--- src/rtl/way_victim_sel.sv ---
`timescale 1ns/1ps
module way_victim_sel #(
  parameter int WAYS    = 4,
  parameter int LINES   = 64,
  parameter int POLICY  = 2,
  parameter bit LOCK_EN = 1'b1,
  localparam int LW = (LINES > 1) ? $clog2(LINES) : 1,
  localparam int WW = (WAYS > 1) ? $clog2(WAYS) : 1
) (
  input  logic          clk,
  input  logic          rst_n,
  input  logic          flush,
  input  logic          acc_valid,
  input  logic [LW-1:0] acc_line,
  input  logic [WW-1:0] acc_way,
  input  logic          fill_req,
  input  logic [LW-1:0] fill_line,
  input  logic          lock_we,
  input  logic [LW-1:0] lock_line,
  input  logic [WW-1:0] lock_way,
  input  logic          lock_val,
  output logic [WW-1:0] vic_way,
  output logic          vic_none
);

  localparam int P_RAND = 0;
  localparam int P_LRR  = 1;
  localparam int P_LRU  = 2;
  localparam int CW = (WAYS > 2) ? 2 : 1;
  localparam int SW = (POLICY == P_LRU && WAYS == 4) ? 5 :
                      (POLICY == P_LRU && WAYS == 3) ? 3 : 1;

  logic [SW-1:0]   hist   [LINES];
  logic [WAYS-1:0] lock_q [LINES];
  logic [CW-1:0]   rcnt;
  logic            up;

  logic [4:0] hf, ha, fill_nx, acc_nx;
  logic [3:0] lf;
  logic [7:0] ordf;
  logic [1:0] cand, vsel;
  logic       none_c;
  int         w;

  // k-th way (ascending) not present in the used mask
  function automatic logic [1:0] nth_free(input logic [3:0] used, input int k);
    logic [1:0] r;
    int seen;
    r = 2'd0;
    seen = 0;
    for (int i = 0; i < WAYS; i++) begin
      if (!used[i]) begin
        if (seen == k) r = 2'(i);
        seen++;
      end
    end
    return r;
  endfunction

  // history word -> recency order, slot 0 most recent
  function automatic logic [7:0] decode(input logic [4:0] c);
    logic [1:0] o0, o1, o2, o3;
    logic [3:0] m;
    o0 = 2'd0; o1 = 2'd0; o2 = 2'd0; o3 = 2'd0;
    if (WAYS == 2) begin
      o0 = {1'b0, c[0]};
      o1 = {1'b0, ~c[0]};
    end else if (WAYS == 3) begin
      o0 = (c[1:0] == 2'd3) ? 2'd2 : c[1:0];
      m  = 4'd1 << o0;
      o1 = nth_free(m, int'(c[2]));
      m  = m | (4'd1 << o1);
      o2 = nth_free(m, 0);
    end else if (WAYS == 4) begin
      o0 = c[1:0];
      m  = 4'd1 << o0;
      o1 = nth_free(m, (c[3:2] == 2'd3) ? 2 : int'(c[3:2]));
      m  = m | (4'd1 << o1);
      o2 = nth_free(m, int'(c[4]));
      m  = m | (4'd1 << o2);
      o3 = nth_free(m, 0);
    end
    return {o3, o2, o1, o0};
  endfunction

  // move way u to the front of the order and re-encode
  function automatic logic [4:0] touch(input logic [4:0] c, input logic [1:0] u);
    logic [7:0] od;
    logic [1:0] n [4];
    logic [1:0] r;
    logic [4:0] e;
    int j;
    od = decode(c);
    n[0] = u; n[1] = 2'd0; n[2] = 2'd0; n[3] = 2'd0;
    j = 1;
    for (int i = 0; i < WAYS; i++) begin
      if (od[2*i +: 2] != u && j < 4) begin
        n[j] = od[2*i +: 2];
        j++;
      end
    end
    e = '0;
    if (WAYS == 2) begin
      e[0] = n[0][0];
    end else if (WAYS == 3) begin
      e[1:0] = n[0];
      r = n[1] - ((n[0] < n[1]) ? 2'd1 : 2'd0);
      e[2] = r[0];
    end else if (WAYS == 4) begin
      e[1:0] = n[0];
      r = n[1] - ((n[0] < n[1]) ? 2'd1 : 2'd0);
      e[3:2] = r;
      r = n[2] - ((n[0] < n[2]) ? 2'd1 : 2'd0) - ((n[1] < n[2]) ? 2'd1 : 2'd0);
      e[4] = r[0];
    end
    return e;
  endfunction

  always_comb begin
    hf = '0;
    hf[SW-1:0] = hist[fill_line];
    ha = '0;
    ha[SW-1:0] = hist[acc_line];
    lf = '0;
    if (LOCK_EN) lf[WAYS-1:0] = lock_q[fill_line];
    ordf = decode(hf);
    cand = '0;
    if (POLICY == P_RAND) begin
      cand = 2'(rcnt);
      if (int'(cand) >= WAYS) cand = 2'(int'(cand) - WAYS);
    end else if (POLICY == P_LRR) begin
      cand = {1'b0, ~hf[0]};
    end
    vsel = '0;
    none_c = 1'b1;
    w = 0;
    if (POLICY == P_LRU) begin
      for (int i = WAYS - 1; i >= 0; i--) begin
        if (none_c && !lf[ordf[2*i +: 2]]) begin
          vsel = ordf[2*i +: 2];
          none_c = 1'b0;
        end
      end
    end else begin
      for (int k = 0; k < WAYS; k++) begin
        w = int'(cand) + k;
        if (w >= WAYS) w = w - WAYS;
        if (none_c && !lf[w]) begin
          vsel = 2'(w);
          none_c = 1'b0;
        end
      end
    end
    fill_nx = (POLICY == P_LRU) ? touch(hf, vsel) : {4'b0, vsel[0]};
    acc_nx  = touch(ha, 2'(acc_way));
  end

  assign vic_way  = vsel[WW-1:0];
  assign vic_none = none_c;

  always_ff @(posedge clk or negedge rst_n) begin
    if (!rst_n) begin
      rcnt <= '0;
      up   <= 1'b0;
      for (int i = 0; i < LINES; i++) begin
        hist[i]   <= '0;
        lock_q[i] <= '0;
      end
    end else begin
      rcnt <= rcnt + CW'(1);
      up   <= 1'b1;
      if (flush) begin
        for (int i = 0; i < LINES; i++) hist[i] <= '0;
      end else begin
        if (POLICY == P_LRU && acc_valid && !(fill_req && fill_line == acc_line))
          hist[acc_line] <= acc_nx[SW-1:0];
        if (POLICY != P_RAND && fill_req && !none_c)
          hist[fill_line] <= fill_nx[SW-1:0];
      end
      if (LOCK_EN && lock_we && int'(lock_way) < WAYS)
        lock_q[lock_line][lock_way] <= lock_val;
    end
  end

  a_r6_victim_unlocked: assert property (@(posedge clk) disable iff (!rst_n)
    !vic_none |-> !lock_q[fill_line][vic_way]);

  a_r7_none_only_full: assert property (@(posedge clk) disable iff (!rst_n)
    vic_none |-> (&lock_q[fill_line]));

  a_r9_victim_in_range: assert property (@(posedge clk) disable iff (!rst_n)
    int'(vic_way) < WAYS);

  a_r8_flush_clears: assert property (@(posedge clk) disable iff (!rst_n)
    (up && $past(flush)) |-> hf == '0);

  generate
    if (POLICY == P_LRU && WAYS > 1) begin : g_lru_chk
      a_r4_hit_most_recent: assert property (@(posedge clk) disable iff (!rst_n)
        (up && $past(acc_valid && !flush && !(fill_req && fill_line == acc_line))
           && fill_line == $past(acc_line))
        |-> ordf[1:0] == $past(2'(acc_way)));
      a_r5_fill_most_recent: assert property (@(posedge clk) disable iff (!rst_n)
        (up && $past(fill_req && !vic_none && !flush) && fill_line == $past(fill_line))
        |-> ordf[1:0] == $past(vsel));
    end
    if (POLICY == P_LRR) begin : g_lrr_chk
      a_r3_records_refill: assert property (@(posedge clk) disable iff (!rst_n)
        (up && $past(fill_req && !vic_none && !flush) && fill_line == $past(fill_line))
        |-> hf[0] == $past(vic_way[0]));
      a_r3_hits_ignored: assert property (@(posedge clk) disable iff (!rst_n)
        (up && $past(!fill_req && !flush) && fill_line == $past(fill_line))
        |-> hf == $past(hf));
    end
    if (POLICY == P_RAND) begin : g_rnd_chk
      a_r2_counter_steps: assert property (@(posedge clk) disable iff (!rst_n)
        up |-> rcnt == $past(rcnt) + CW'(1));
    end
    if (WAYS == 1) begin : g_dm_chk
      a_r1_single_way: assert property (@(posedge clk) disable iff (!rst_n)
        vic_way == '0);
    end
  endgenerate

endmodule

--- config.mk ---
export PLATFORM = sky130hd
export DESIGN_NAME = way_victim_sel
export DESIGN_NICKNAME = d
export VERILOG_FILES = /design/src/rtl/way_victim_sel.sv
export SDC_FILE = /design/constraint.sdc
export NUM_CORES = 2
export LEC_CHECK = 0
export ABC_AREA = 1
export BUFFER_PORTS_ARGS = -buffer_cell sky130_fd_sc_hd__buf_2
export CAP_MARGIN = 0
export CORE_ASPECT_RATIO = 0.5
export CORE_MARGIN = 3
export CORE_UTILIZATION = 33
export DETAILED_ROUTE_END_ITERATION = 16
export PLACE_DENSITY_LB_ADDON = 0.05
export REMOVE_ABC_BUFFERS = 1
export SLEW_MARGIN = 20
export SYNTH_ARGS = -nofsm -noshare
export SYNTH_HDL_FRONTEND = slang
export SYNTH_SLANG_ARGS = --single-unit
--- constraint.sdc ---
create_clock -name clk -period 13.1 [get_ports clk]
set_clock_uncertainty 0.05 [all_clocks]
set_input_delay 1.31 -clock clk [delete_from_list [all_inputs] [get_ports clk]]
set_output_delay 1.31 -clock clk [all_outputs]
set_load 0.005 [all_outputs]
==> flow_summary.ini <==
[setup_path]
worstPathArrival_ns = 12.28
start_kind = input pin
path_class = in2reg
end_kind = flop
worst_ep_required_time_ns = 13.66
crit_top_cell = nand2_1
cp_max_fo = 67
slowest_stage = buf_4
critPathMaxStageDelay_ns = 0.80

[clock_tree]
cts_root_buf = clkbuf_16
cts_hold_buffers = 0
cts.sinks = 576
clk_pin_slew_ns = 0.06
h-tree-depth = 3
post_cts_buffers = 0
clkLatencyLatePin_ns = 0.68
cts_resized = 0
cts_tree = yes
clk_path_buf_depth = 3
cts_buffers = 66

[sta]
period_share = 0.8947
tns_ns = 0
rsz0062_at_grt = no
max_slew_margin = 0.1881
finalMaxSlewViolations = 0
min_period_ns = 11.72
hold_viol_final = 0
finalWorstSetupSlack_ns = 1.379
max_freq_mhz = 85.32
worstMarginPinSlew_ns = 1.209
setup_viol = 0

[placement]
dp_hpwl_um = 109900
io_buffers = 31
pre_cts_slack_ns = 0.8773
place_congestion = 0.9261

[cells_and_area]
layout.nets = 5337
area_delta_synth_final_pct = 9.430
final_common_cell = nand2_1
multi_input_area_um2 = 19000
drive_gt1_frac = 0.06813
final_cell_mix = nand2_1, inv_1, dfrtp_1
fill_cells = 12170
fin_util = 0.3655
seq_area_um2 = 14410

[die]
start_util = 0.3340
die_area_um2 = 118900
fp.dieW_um = 484.7
fp-row-count = 87
top_level_ports = 32
core-area_um2 = 113200
die_h_um = 245.4

[global_route]
grtUsageTotal = 0.2852
first_global_vias = 36090
grt_max_degree = 179
grt_pass1_wl_um = 253400
antenna_found_initial = 10
overflow = 0

[synthesis]
yosysWarnings = 0
synthFlopType = dfrtp_1
synth_area_leaders = dfrtp_1, nand2_1, inv_1, o21ai_0, a21oi_1
netlist_area_um2 = 37820
synth_edf_count = 0
ys_ff_latch = 576
syn_area_per_cell_um2 = 7.038
asyncSetResetFlopFracSynth = 1.000
synth_top_area_frac = 0.3812
synth_cell_types = 59
yosysTopAreaCell = dfrtp_1
syn_inst = 5373
ys_seq_area_frac = 0.3812

[detailed_routing]
post_drt_wl_per_cell_um = 25.28
firstDrtPassIters = 6
ant_nets = 0
wl_um = 173000
viasPerCell = 5.599
drt-initial-drc-count = 4308
drc = 0
via_count = 38330

[power_and_ir_drop]
powerDensity_nw_per_um2 = 243.0
p_sw_frac = 0.6097
power_switching_uw = 6130
pwr-share-comb = 0.623
p_total_uw = 10050
peakVddDrop_mv = 1.243
clkPwrFrac = 0.189
seqPwrFrac = 0.188
leakage_uw = 0.01998
p_int_uw = 3925

[run_status]
status = complete, no violations

[hold_path]
hold_class = reg2reg

[flow_run]
cap_violations = 0
==> metal layers <==
layer	global-route usage	vias to the layer above	routed length, µm
li1	-	17690	-
met1	0.4070	18700	78220
met2	0.4364	1638	74710
met3	0.05385	299	14750
met4	0.08555	6	5326
met5	0	-	36
==> power groups by stage <==
| stage | combinational (µW) | clock (µW) | sequential (µW) |
|---|---|---|---|
| 6_report | 6260 | 1900 | 1890 |
| 5_1_grt | 6510 | 2020 | 1890 |
| 4_1_cts | 6180 | 1940 | 1890 |
| 3_5_place_dp | 6170 | 0 | 1920 |
| 3_3_place_gp | 6150 | 0 | 1920 |
| 2_1_floorplan | 3010 | 0 | 1910 |
==> final cells by class <==
| cell class | instances | share of cell area |
|---|---|---|
| clock buffer | 102 | 0.04759 |
| antenna | 5 | 0.0003024 |
| clock inverter | 13 | 0.002661 |
| multi-input combinational | 3702 | 0.4592 |
| sequential | 576 | 0.3483 |
| timing repair buffer | 121 | 0.02210 |
| tap | 1513 | 0.04575 |
| inverter | 814 | 0.07405 |
==> synth_stat cells, drive strengths merged, types with 104 or more instances <==
library cell,n
nand2,1320
o21ai,544
o211ai,104
clkbuf,132
mux2i,121
a21oi,400
buf,142
nor2,343
a31oi,104
nand3,358
inv,807
dfrtp,576
==> flip-flops by register name, summed over array words and instances, names as in the netlist <==
name,flops
lock_q,256
hist,320
==> kinds of logic (layout without fill, tap and decap cells) <==
kind of cell / count (synthesis) / after routing / synth area share
AOI/OAI and AO/OA: 1424 / 1424 / 0.2185
adders and majority gates: 27 / 27 / 0.008933
DFF: 576 / 576 / 0.3812
xor gates and xnor gates: 8 / 8 / 0.001853
muxes: 121 / 121 / 0.03203
and+or+nand+nor: 2122 / 2122 / 0.2383
buffers and inverters: 1095 / 1050 / 0.1192
other: 0 / 5 / 0
==> stage by stage <==
| step | std cells | hold WS (ns) | cell area (µm²) |
|---|---|---|---|
| 3_3_place_gp | 6726 | 0.4168 | 39290 |
| 5_1_grt | 6842 | 0.4553 | 41370 |
| 2_1_floorplan | 5092 | 0.4030 | 36360 |
| 6_report | 6846 | 0.4330 | 41380 |
| 3_5_place_dp | 6726 | 0.4229 | 39290 |
| 4_1_cts | 6841 | 0.4373 | 41370 |
==> path summary, 6_finish.rpt <==
check / slack (ns) / startpoint / end / cells after the start
max reg2reg: 2.56 / hist[76] / hist[4] / 62
min in group asynchronous: 0.58 / rst_n / hist[261] / 1
max: 1.38 / fill_line[0] / hist[4] / 65
min reg2reg: 0.43 / lock_q[231] / lock_q[231] / 2
max in group asynchronous: 10.07 / rst_n / lock_q[61] / 3
min: 0.43 / lock_q[231] / lock_q[231] / 2
==> worst max-delay path, delay by kind of cell <==
kind | cells | cell delay [ns]
buffers and inverters | 13 | 2.90
adders and majority gates | 4 | 1.23
and+or+nand+nor | 47 | 6.52
AOI/OAI and AO/OA | 1 | 0.13
Power figures use the tool's default switching activity.
